==> src/rtl/gpa_pkg.sv <==
package gpa_pkg;
    localparam int PRIO_W = 8;
    localparam int LINE_W = 8;

    typedef struct packed {
        logic              vld;
        logic [PRIO_W-1:0] prio;
        logic [LINE_W-1:0] line;
    } node_t;
endpackage

==> src/rtl/gpa_prio_mask.sv <==
module gpa_prio_mask
    import gpa_pkg::*;
#(
    parameter int PRIO_BITS = 3,
    parameter int LINE_IDX  = 0
) (
    input  logic [PRIO_W-1:0] prio_raw,
    input  logic              elig,
    output node_t             leaf
);
    localparam logic [PRIO_W-1:0] IMPL_MASK = PRIO_W'(8'hFF << (PRIO_W - PRIO_BITS));

    always_comb begin
        leaf.vld  = elig;
        leaf.prio = prio_raw & IMPL_MASK;
        leaf.line = LINE_W'(LINE_IDX);
    end
endmodule

==> src/rtl/gpa_cmp_node.sv <==
module gpa_cmp_node
    import gpa_pkg::*;
(
    input  node_t lo,
    input  node_t hi,
    output node_t win
);
    // lower-numbered subtree is kept on equal priority
    logic take_hi;

    always_comb begin
        take_hi = hi.vld && (!lo.vld || (hi.prio < lo.prio));
        win     = take_hi ? hi : lo;
    end
endmodule

==> src/rtl/gpa_preempt_chk.sv <==
module gpa_preempt_chk
    import gpa_pkg::*;
#(
    parameter int PRIO_BITS = 3
) (
    input  node_t       root,
    input  logic [2:0]  grp,
    input  logic [8:0]  run,
    input  logic        fixed,
    output logic        preempt
);
    localparam logic [PRIO_W-1:0] IMPL_MASK = PRIO_W'(8'hFF << (PRIO_W - PRIO_BITS));

    logic [8:0]        shifted;
    logic [PRIO_W-1:0] pre_mask;
    logic [PRIO_W-1:0] req_pre;
    logic [PRIO_W-1:0] run_pre;

    always_comb begin
        shifted  = 9'h0FF << (4'(grp) + 4'd1);
        pre_mask = shifted[PRIO_W-1:0];
        req_pre  = root.prio & pre_mask;
        run_pre  = run[PRIO_W-1:0] & IMPL_MASK & pre_mask;
        preempt  = root.vld && !fixed && (run[8] || (req_pre < run_pre));
    end
endmodule

==> src/rtl/gpa_arbiter.sv <==
module gpa_arbiter
    import gpa_pkg::*;
#(
    parameter int NUM_LINES = 8,
    parameter int PRIO_BITS = 3
) (
    input  logic                         clk,
    input  logic                         rst_n,
    input  logic [NUM_LINES-1:0]         eligible,
    input  logic [NUM_LINES*PRIO_W-1:0]  prio_flat,
    input  logic [2:0]                   group_sel,
    input  logic [8:0]                   run_level,
    input  logic                         run_fixed,
    output logic                         win_vld,
    output logic [$clog2(NUM_LINES)-1:0] win_line,
    output logic [PRIO_W-1:0]            win_prio,
    output logic                         preempt_req
);
    localparam int LVLS  = $clog2(NUM_LINES);
    localparam int PAD   = 1 << LVLS;
    localparam int NODES = 2 * PAD;

    typedef struct packed {
        node_t [NODES-1:0]   tree;
        logic  [LVLS:0][2:0] grp;
        logic  [LVLS:0][8:0] run;
        logic  [LVLS:0]      fixed;
    } state_t;

    state_t st_d, st_q;
    node_t  comb_w [NODES];

    // tree nodes: 1 is the root, PAD..NODES-1 are the leaves
    for (genvar i = 0; i < NODES; i++) begin : g_node
        if (i == 0) begin : g_unused
            assign comb_w[i] = '0;
        end else if (i < PAD) begin : g_cmp
            gpa_cmp_node u_cmp (
                .lo  (st_q.tree[2*i]),
                .hi  (st_q.tree[2*i+1]),
                .win (comb_w[i])
            );
        end else if (i - PAD < NUM_LINES) begin : g_leaf
            gpa_prio_mask #(
                .PRIO_BITS (PRIO_BITS),
                .LINE_IDX  (i - PAD)
            ) u_mask (
                .prio_raw (prio_flat[(i-PAD)*PRIO_W +: PRIO_W]),
                .elig     (eligible[i-PAD]),
                .leaf     (comb_w[i])
            );
        end else begin : g_pad
            assign comb_w[i] = '0;
        end
    end

    always_comb begin
        st_d = st_q;
        for (int k = 0; k < NODES; k++) begin
            st_d.tree[k] = comb_w[k];
        end
        st_d.grp[0]   = group_sel;
        st_d.run[0]   = run_level;
        st_d.fixed[0] = run_fixed;
        for (int k = 1; k <= LVLS; k++) begin
            st_d.grp[k]   = st_q.grp[k-1];
            st_d.run[k]   = st_q.run[k-1];
            st_d.fixed[k] = st_q.fixed[k-1];
        end
    end

    always_ff @(posedge clk) begin
        if (!rst_n) st_q <= '0;
        else        st_q <= st_d;
    end

    node_t      root;
    logic [2:0] grp_last;
    logic [8:0] run_last;
    logic       fixed_last;

    assign root       = st_q.tree[1];
    assign grp_last   = st_q.grp[LVLS];
    assign run_last   = st_q.run[LVLS];
    assign fixed_last = st_q.fixed[LVLS];

    gpa_preempt_chk #(.PRIO_BITS(PRIO_BITS)) u_pre (
        .root    (root),
        .grp     (grp_last),
        .run     (run_last),
        .fixed   (fixed_last),
        .preempt (preempt_req)
    );

    assign win_vld  = root.vld;
    assign win_line = root.line[LVLS-1:0];
    assign win_prio = root.prio;
endmodule

==> config.mk <==
export PLATFORM = sky130hd
export DESIGN_NAME = gpa_arbiter
export DESIGN_NICKNAME = d
export VERILOG_FILES = /design/src/rtl/gpa_pkg.sv /design/src/rtl/gpa_prio_mask.sv /design/src/rtl/gpa_cmp_node.sv /design/src/rtl/gpa_preempt_chk.sv /design/src/rtl/gpa_arbiter.sv
export SDC_FILE = /design/constraint.sdc
export NUM_CORES = 1
export LEC_CHECK = 0
export ABC_AREA = 0
export CORE_MARGIN = 5
export CORE_UTILIZATION = 50
export CTS_CLUSTER_DIAMETER = 150
export DETAILED_ROUTE_END_ITERATION = 12
export PLACE_DENSITY = 0.82
export SLEW_MARGIN = 5
export SYNTH_ARGS = -nofsm -noshare
export SYNTH_HDL_FRONTEND = slang
export SYNTH_SLANG_ARGS = --single-unit
==> constraint.sdc <==
create_clock -name clk -period 2.7 [get_ports clk]
set_clock_uncertainty 0.05 [all_clocks]
set_input_delay 0.81 -clock clk [delete_from_list [all_inputs] [get_ports clk]]
set_output_delay 0.81 -clock clk [all_outputs]
set_load 0.01 [all_outputs]
==> results of run 1 <==
==> metal layers <==
layer,up-vias,wire [um],track usage
met2,50,2850,0.219
met1,1089,2560,0.142
li1,1272,-,-
met5,-,0,0
met3,10,272,0.0357
met4,0,91,0.0447
==> stage by stage <==
step | std cells | util
floorplan | 375 | -
global placement | 511 | 0.580
detailed placement | 511 | 0.580
CTS | 527 | 0.604
global route | 529 | 0.608
finish | 529 | 0.608
==> cells by family (layout without fill, tap and decap cells) <==
group                      Yosys count  after routing  share of synthesized area
and+or+nand+nor                    144            144                      0.200
DFF                                108            108                      0.559
buffers and inverters               43             95                     0.0508
AOI/OAI and AO/OA                   31             31                     0.0650
muxes                               26             26                     0.0672
adders and majority gates           17             17                     0.0550
other                                1              5                   0.000969
xor gates and xnor gates             1              1                    0.00226
==> registers in the layout, indices dropped and copies added, names as in the netlist <==
register,flops
win_line,3
win_prio,3
st_q,69
st_d,24
run_last,4
win_vld,1
grp_last,3
fixed_last,1
==> synth_stat cells <==
library cell    n  area (sq um)
dfxtp_1       108          2160
nor3b_1         4          30.0
o21a_1          7          52.6
clkbuf_1        8          30.0
nor3b_4         3          56.3
nand4b_1        1          8.76
inv_1          24          90.1
conb_1          1          3.75
o21ai_0        10          50.1
xor2_1          1          8.76
a21oi_1         2          10.0
nor2b_1         1          6.26
buf_6           1          11.3
and2_1         66           413
o21ai_1         5          25.0
a22oi_2         4          50.1
buf_4           6          45.0
nor2_1          8          30.0
nand2_1        60           225
buf_2           4          20.0
ha_1           17           213
nand3_1         1          5.00
a22oi_4         3          63.8
mux2i_1        26           260
==> repair_timing <==
item,4_1_cts,5_1_grt
pin swaps,0,2
endpoints found under the hold margin,0,0
buffers inserted,0,2
setup endpoints to repair,1,1
resized for setup,6,4
==> power groups by stage <==
stage                     combinational [mW]  clock (mW)  sequential (mW)
after floorplan                        0.179           0             1.73
after global placement                 0.257           0             1.74
after detailed placement               0.269           0             1.74
after CTS                              0.272       0.934             1.70
after global routing                   0.298        1.01             1.71
final                                  0.269       0.916             1.70
==> worst max path at each step <==
| stage | startpoint | to |
|---|---|---|
| final | grp_last[2] | preempt_req |
| after global routing | grp_last[0] | preempt_req |
| after CTS | grp_last[2] | preempt_req |
| after detailed placement | grp_last[1] | preempt_req |
| after global placement | grp_last[1] | preempt_req |
| after floorplan | grp_last[2] | preempt_req |
==> cell type report <==
class,count,share of cell area
clock buffer,9,0.0267
timing repair buffer,55,0.116
sequential,108,0.466
clock inverter,7,0.0143
tap,102,0.0275
multi-input combinational,224,0.330
inverter,24,0.0194
==> worst register-to-register path, cell delays in order (launching register included) <==
cell	delay (ns)
dfxtp_1	0.36
inv_1	0.05
ha_1	0.28
o21ai_1	0.11
a22oi_4	0.33
mux2i_1	0.26
==> flow_metrics.tcl, run 1 <==
set metrics [dict create \
    status "finished, final reports clean" \
    drt-pass1-iter-count 4 \
    min_period_ns 2.59 \
    postCtsHoldBufs 0 \
    min_path_type "reg2reg" \
    drv_cap 0 \
    vdd_drop_max_uv 277 \
    drv_slew 0 \
    seq_power_share 0.590 \
    io_buffers 49 \
    worst_slew_pin_slew_ns 0.515 \
    hold_viol_final 0 \
    slew_headroom 0.657 \
    drc 0 \
    layout_commonest_cell "dfxtp_1" \
    start_kind "flip-flop" \
    p_leak_nw 1.99 \
    die_w_um 98.0 \
    crit_path_max_fanout 2 \
    p_sw_frac 0.246 \
    wirelength_mm 5.78 \
    ant_nets 0 \
    io_pins 100 \
    final_cell_mix "105 x dfxtp_1, 66 x and2_1, 60 x nand2_1, 47 x clkdlybuf4s50_1, 26 x mux2i_1" \
    setup_viol 0 \
    cp_top_family "simple AND/OR/NAND/NOR gates" \
    seq_area_frac_synth 0.559 \
    total_power_mw 2.89 \
    cp.depth 8 \
    crit_buf_inv 2 \
    grt_max_degree 79 \
    netlist_area_sq_um 3870 \
    globalplace.congestion 0.718 \
    worstPathArrival_ns 1.73 \
    fin_hold_ws_ns 0.367 \
    critPathMaxStageDelay_ns 0.35 \
    reg2reg_to "st_q[116]" \
    dieArea_sq_um 9600 \
    critical_path.slowest_cell "dfxtp_2" \
    htree_levels 3 \
    drtIter0Drc 80 \
    route.vias.total 2421 \
    period_share 0.959 \
    fillers 605 \
    root_buffer "clkbuf_8" \
    multi_input_area_sq_um 1540 \
    grt_pass1_wl_mm 9.89 \
    ys_seq_elements 108 \
    worstHoldStart "st_q[105]" \
    netlist_instances 371 \
    clkSlewWorstSetupHoldPaths_ns 0.11 \
    reg2reg_slack_ns 1.19 \
    area_growth_pct 20.1 \
    ys_types 24 \
    grt_overflow 0 \
    finalInstanceArea_sq_um 4650 \
    antenna_found_initial 0 \
    cts_buffer_depth 2 \
    ys_warn_count 0 \
    regArea_sq_um 2170 \
    whs_endpoint "win_line[2]" \
    cp_cell_sequence "buf_4, nand2_1, and2_1, ha_1, nand2_1, nor2_1, a21oi_1, buf_2" \
    hold_path_depth 2 \
    die_h_um 98.0 \
    worstPathRequired_ns 1.84 \
    combinationalPowerShare 0.093 \
    reg2reg_depth 5 \
    start_util 0.506 \
    setup_ws_ns 0.111 \
    cp-end-kind "output pin" \
    place_area_sq_um 4430 \
    grtUsageTotal 0.124 \
    tns_ns 0 \
    hpwl_mm 4.15 \
    cts_tree "yes" \
    cts.sinks 108 \
    rows 32 \
    clk_latency_ns 0.36 \
    max_freq_mhz 386 \
    core_area_sq_um 7650 \
    drive_gt1_frac 0.0913 \
    final_nets 526 \
    avgSynthCellArea_sq_um 10.4 \
    first_global_vias 2386 \
    wire_per_inst_um 10.9 \
    grt_setup_unrepaired "no" \
    path_class "reg2out" \
    clkPwrFrac 0.317 \
    vias_per_cell 4.58 \
    r2r-start "st_q[168]" \
    dp_slack_ns 0.0320 \
    p_int_mw 2.18 \
    cp_common_cell "nand2_1" \
    p_per_area_nw_per_um2 621 \
    power.switching_mw 0.711 \
    cts_buffers 9 \
    diodes 0 \
]
(Power assumes the default switching activity.)
==> inputs of run 2 (changes only) <==
--- a/config.mk
+++ b/config.mk
@@ -11,6 +11,7 @@
 export CTS_CLUSTER_DIAMETER = 150
 export DETAILED_ROUTE_END_ITERATION = 12
 export PLACE_DENSITY = 0.82
+export REMOVE_ABC_BUFFERS = 1
 export SLEW_MARGIN = 5
 export SYNTH_ARGS = -nofsm -noshare
 export SYNTH_HDL_FRONTEND = slang
==> flow_metrics.tcl, run 2 (synthesis results as in run 1) <==
set metrics [dict create \
    setup_viol 0 \
    vdd_drop_max_uv 299 \
    start_kind "flip-flop" \
    period_share 0.956 \
    globalplace.congestion 0.830 \
    min_period_ns 2.58 \
    cp-end-kind "output pin" \
    top_register "st_q" \
    area_growth_pct 21.0 \
    reg2reg_slack_ns 1.26 \
    hpwl_mm 4.07 \
    p_leak_nw 2.00 \
    layout_commonest_cell "dfxtp_1" \
    io_buffers 49 \
    finalInstanceArea_sq_um 4680 \
    postCtsHoldBufs 0 \
    grt_setup_unrepaired "no" \
    drive_gt1_frac 0.0800 \
    worstPathArrival_ns 1.72 \
    critical_path.slowest_cell "dfxtp_2" \
    clkSlewWorstSetupHoldPaths_ns 0.09 \
    critPathMaxStageDelay_ns 0.33 \
    regArea_sq_um 2170 \
    htree_levels 3 \
    die_w_um 98.0 \
    grt_max_degree 66 \
    diodes 0 \
    antenna_found_initial 0 \
    clk_latency_ns 0.36 \
    first_global_vias 2368 \
    cts_tree "yes" \
    multi_input_area_sq_um 1530 \
    cp_cell_sequence "nand3_1, buf_4, nand2_1, ha_1, a21oi_1, o21ai_0, a21oi_1, buf_2" \
    drc 0 \
    die_h_um 98.0 \
    drv_slew 0 \
    wirelength_mm 5.70 \
    dp_slack_ns 0.0104 \
    core_area_sq_um 7650 \
    vias_per_cell 4.59 \
    io_pins 100 \
    place_area_sq_um 4430 \
    cts_buffers 9 \
    route.vias.total 2421 \
    ant_nets 0 \
    wire_per_inst_um 10.8 \
    start_util 0.506 \
    crit_path_max_fanout 2 \
    drv_cap 0 \
    hold_viol_final 0 \
    drt-pass1-iter-count 4 \
    grtUsageTotal 0.129 \
    utilization 0.612 \
    rows 32 \
    min_path_type "reg2reg" \
    max_freq_mhz 387 \
    largest_register_ffs 69 \
    final_cell_mix "105 x dfxtp_1, 66 x and2_1, 60 x nand2_1, 47 x clkdlybuf4s50_1, 26 x mux2i_1" \
    cts.sinks 108 \
    drtIter0Drc 92 \
    path_class "reg2out" \
    cts_buffer_depth 2 \
    tns_ns 0 \
    status "finished, final reports clean" \
    final_nets 524 \
    worstPathRequired_ns 1.84 \
    setup_ws_ns 0.119 \
    cp_common_cell "a21oi_1" \
    p_per_area_nw_per_um2 666 \
    root_buffer "clkbuf_8" \
    grt_overflow 0 \
    dieArea_sq_um 9600 \
    grt_pass1_wl_mm 10.1 \
    fillers 638 \
]
-- run 2: cell count changes in the layout (fill, tap and decap cells not counted), moves of 2 or more --
cell,change
buf_4,-2
bufinv_16,+3
inv_8,-2
clkinv_4,-4
-- run 2: worst max-delay path: cells and delay by family (launching register included) --
| family | cells | cell delay (ns) |
|---|---|---|
| adders and majority gates | 1 | 0.30 |
| AOI/OAI and AO/OA | 3 | 0.34 |
| DFF | 1 | 0.33 |
| buffers and inverters | 2 | 0.26 |
| and+or+nand+nor | 2 | 0.15 |
-- run 2: final timing paths --
kind	cells past startpoint	to	start
worst max-delay path	8	preempt_req	grp_last[2]
worst min-delay path	2	win_line[2]	st_q[105]
worst max register to register	5	win_prio[6]	st_q[100]
worst min register to register	2	win_line[2]	st_q[105]
-- run 2: power by group --
group / internal, mW / switching, mW / leakage, nW
Clock: 0.645 / 0.509 / 0.120
Combinational: 0.150 / 0.113 / 0.993
Sequential: 1.67 / 0.0351 / 0.891
-- run 2: repair_timing --
item,in CTS,in global routing
setup endpoints to repair,1,1
gates resized for setup,7,0
pin swaps,0,2
setup buffers,1,0
gates cloned,0,0
-- run 2: cell type report --
| class | count | share of cell area |
|---|---|---|
| sequential | 108 | 0.463 |
| multi-input combinational | 224 | 0.326 |
| timing repair buffer | 53 | 0.112 |
| clock buffer | 11 | 0.0302 |
| tap | 102 | 0.0273 |
| clock inverter | 5 | 0.0227 |
| inverter | 24 | 0.0192 |
-- run 2: per-layer routing --
metal / global-route usage / share of wire / vias to the layer above
li1: - / - / 1265
met1: 0.153 / 0.45 / 1101
met2: 0.215 / 0.48 / 46
met3: 0.0371 / 0.043 / 9
met4: 0.0639 / 0.023 / 0
met5: 0 / 0 / -
-- run 2: stage by stage --
stage,hold WS (ns),instances,power [mW]
after floorplan,0.345,356,1.88
after global placement,0.357,510,1.99
after detailed placement,0.359,510,2.01
after CTS,0.378,527,3.16
after global routing,0.400,527,3.27
final,0.377,527,3.12
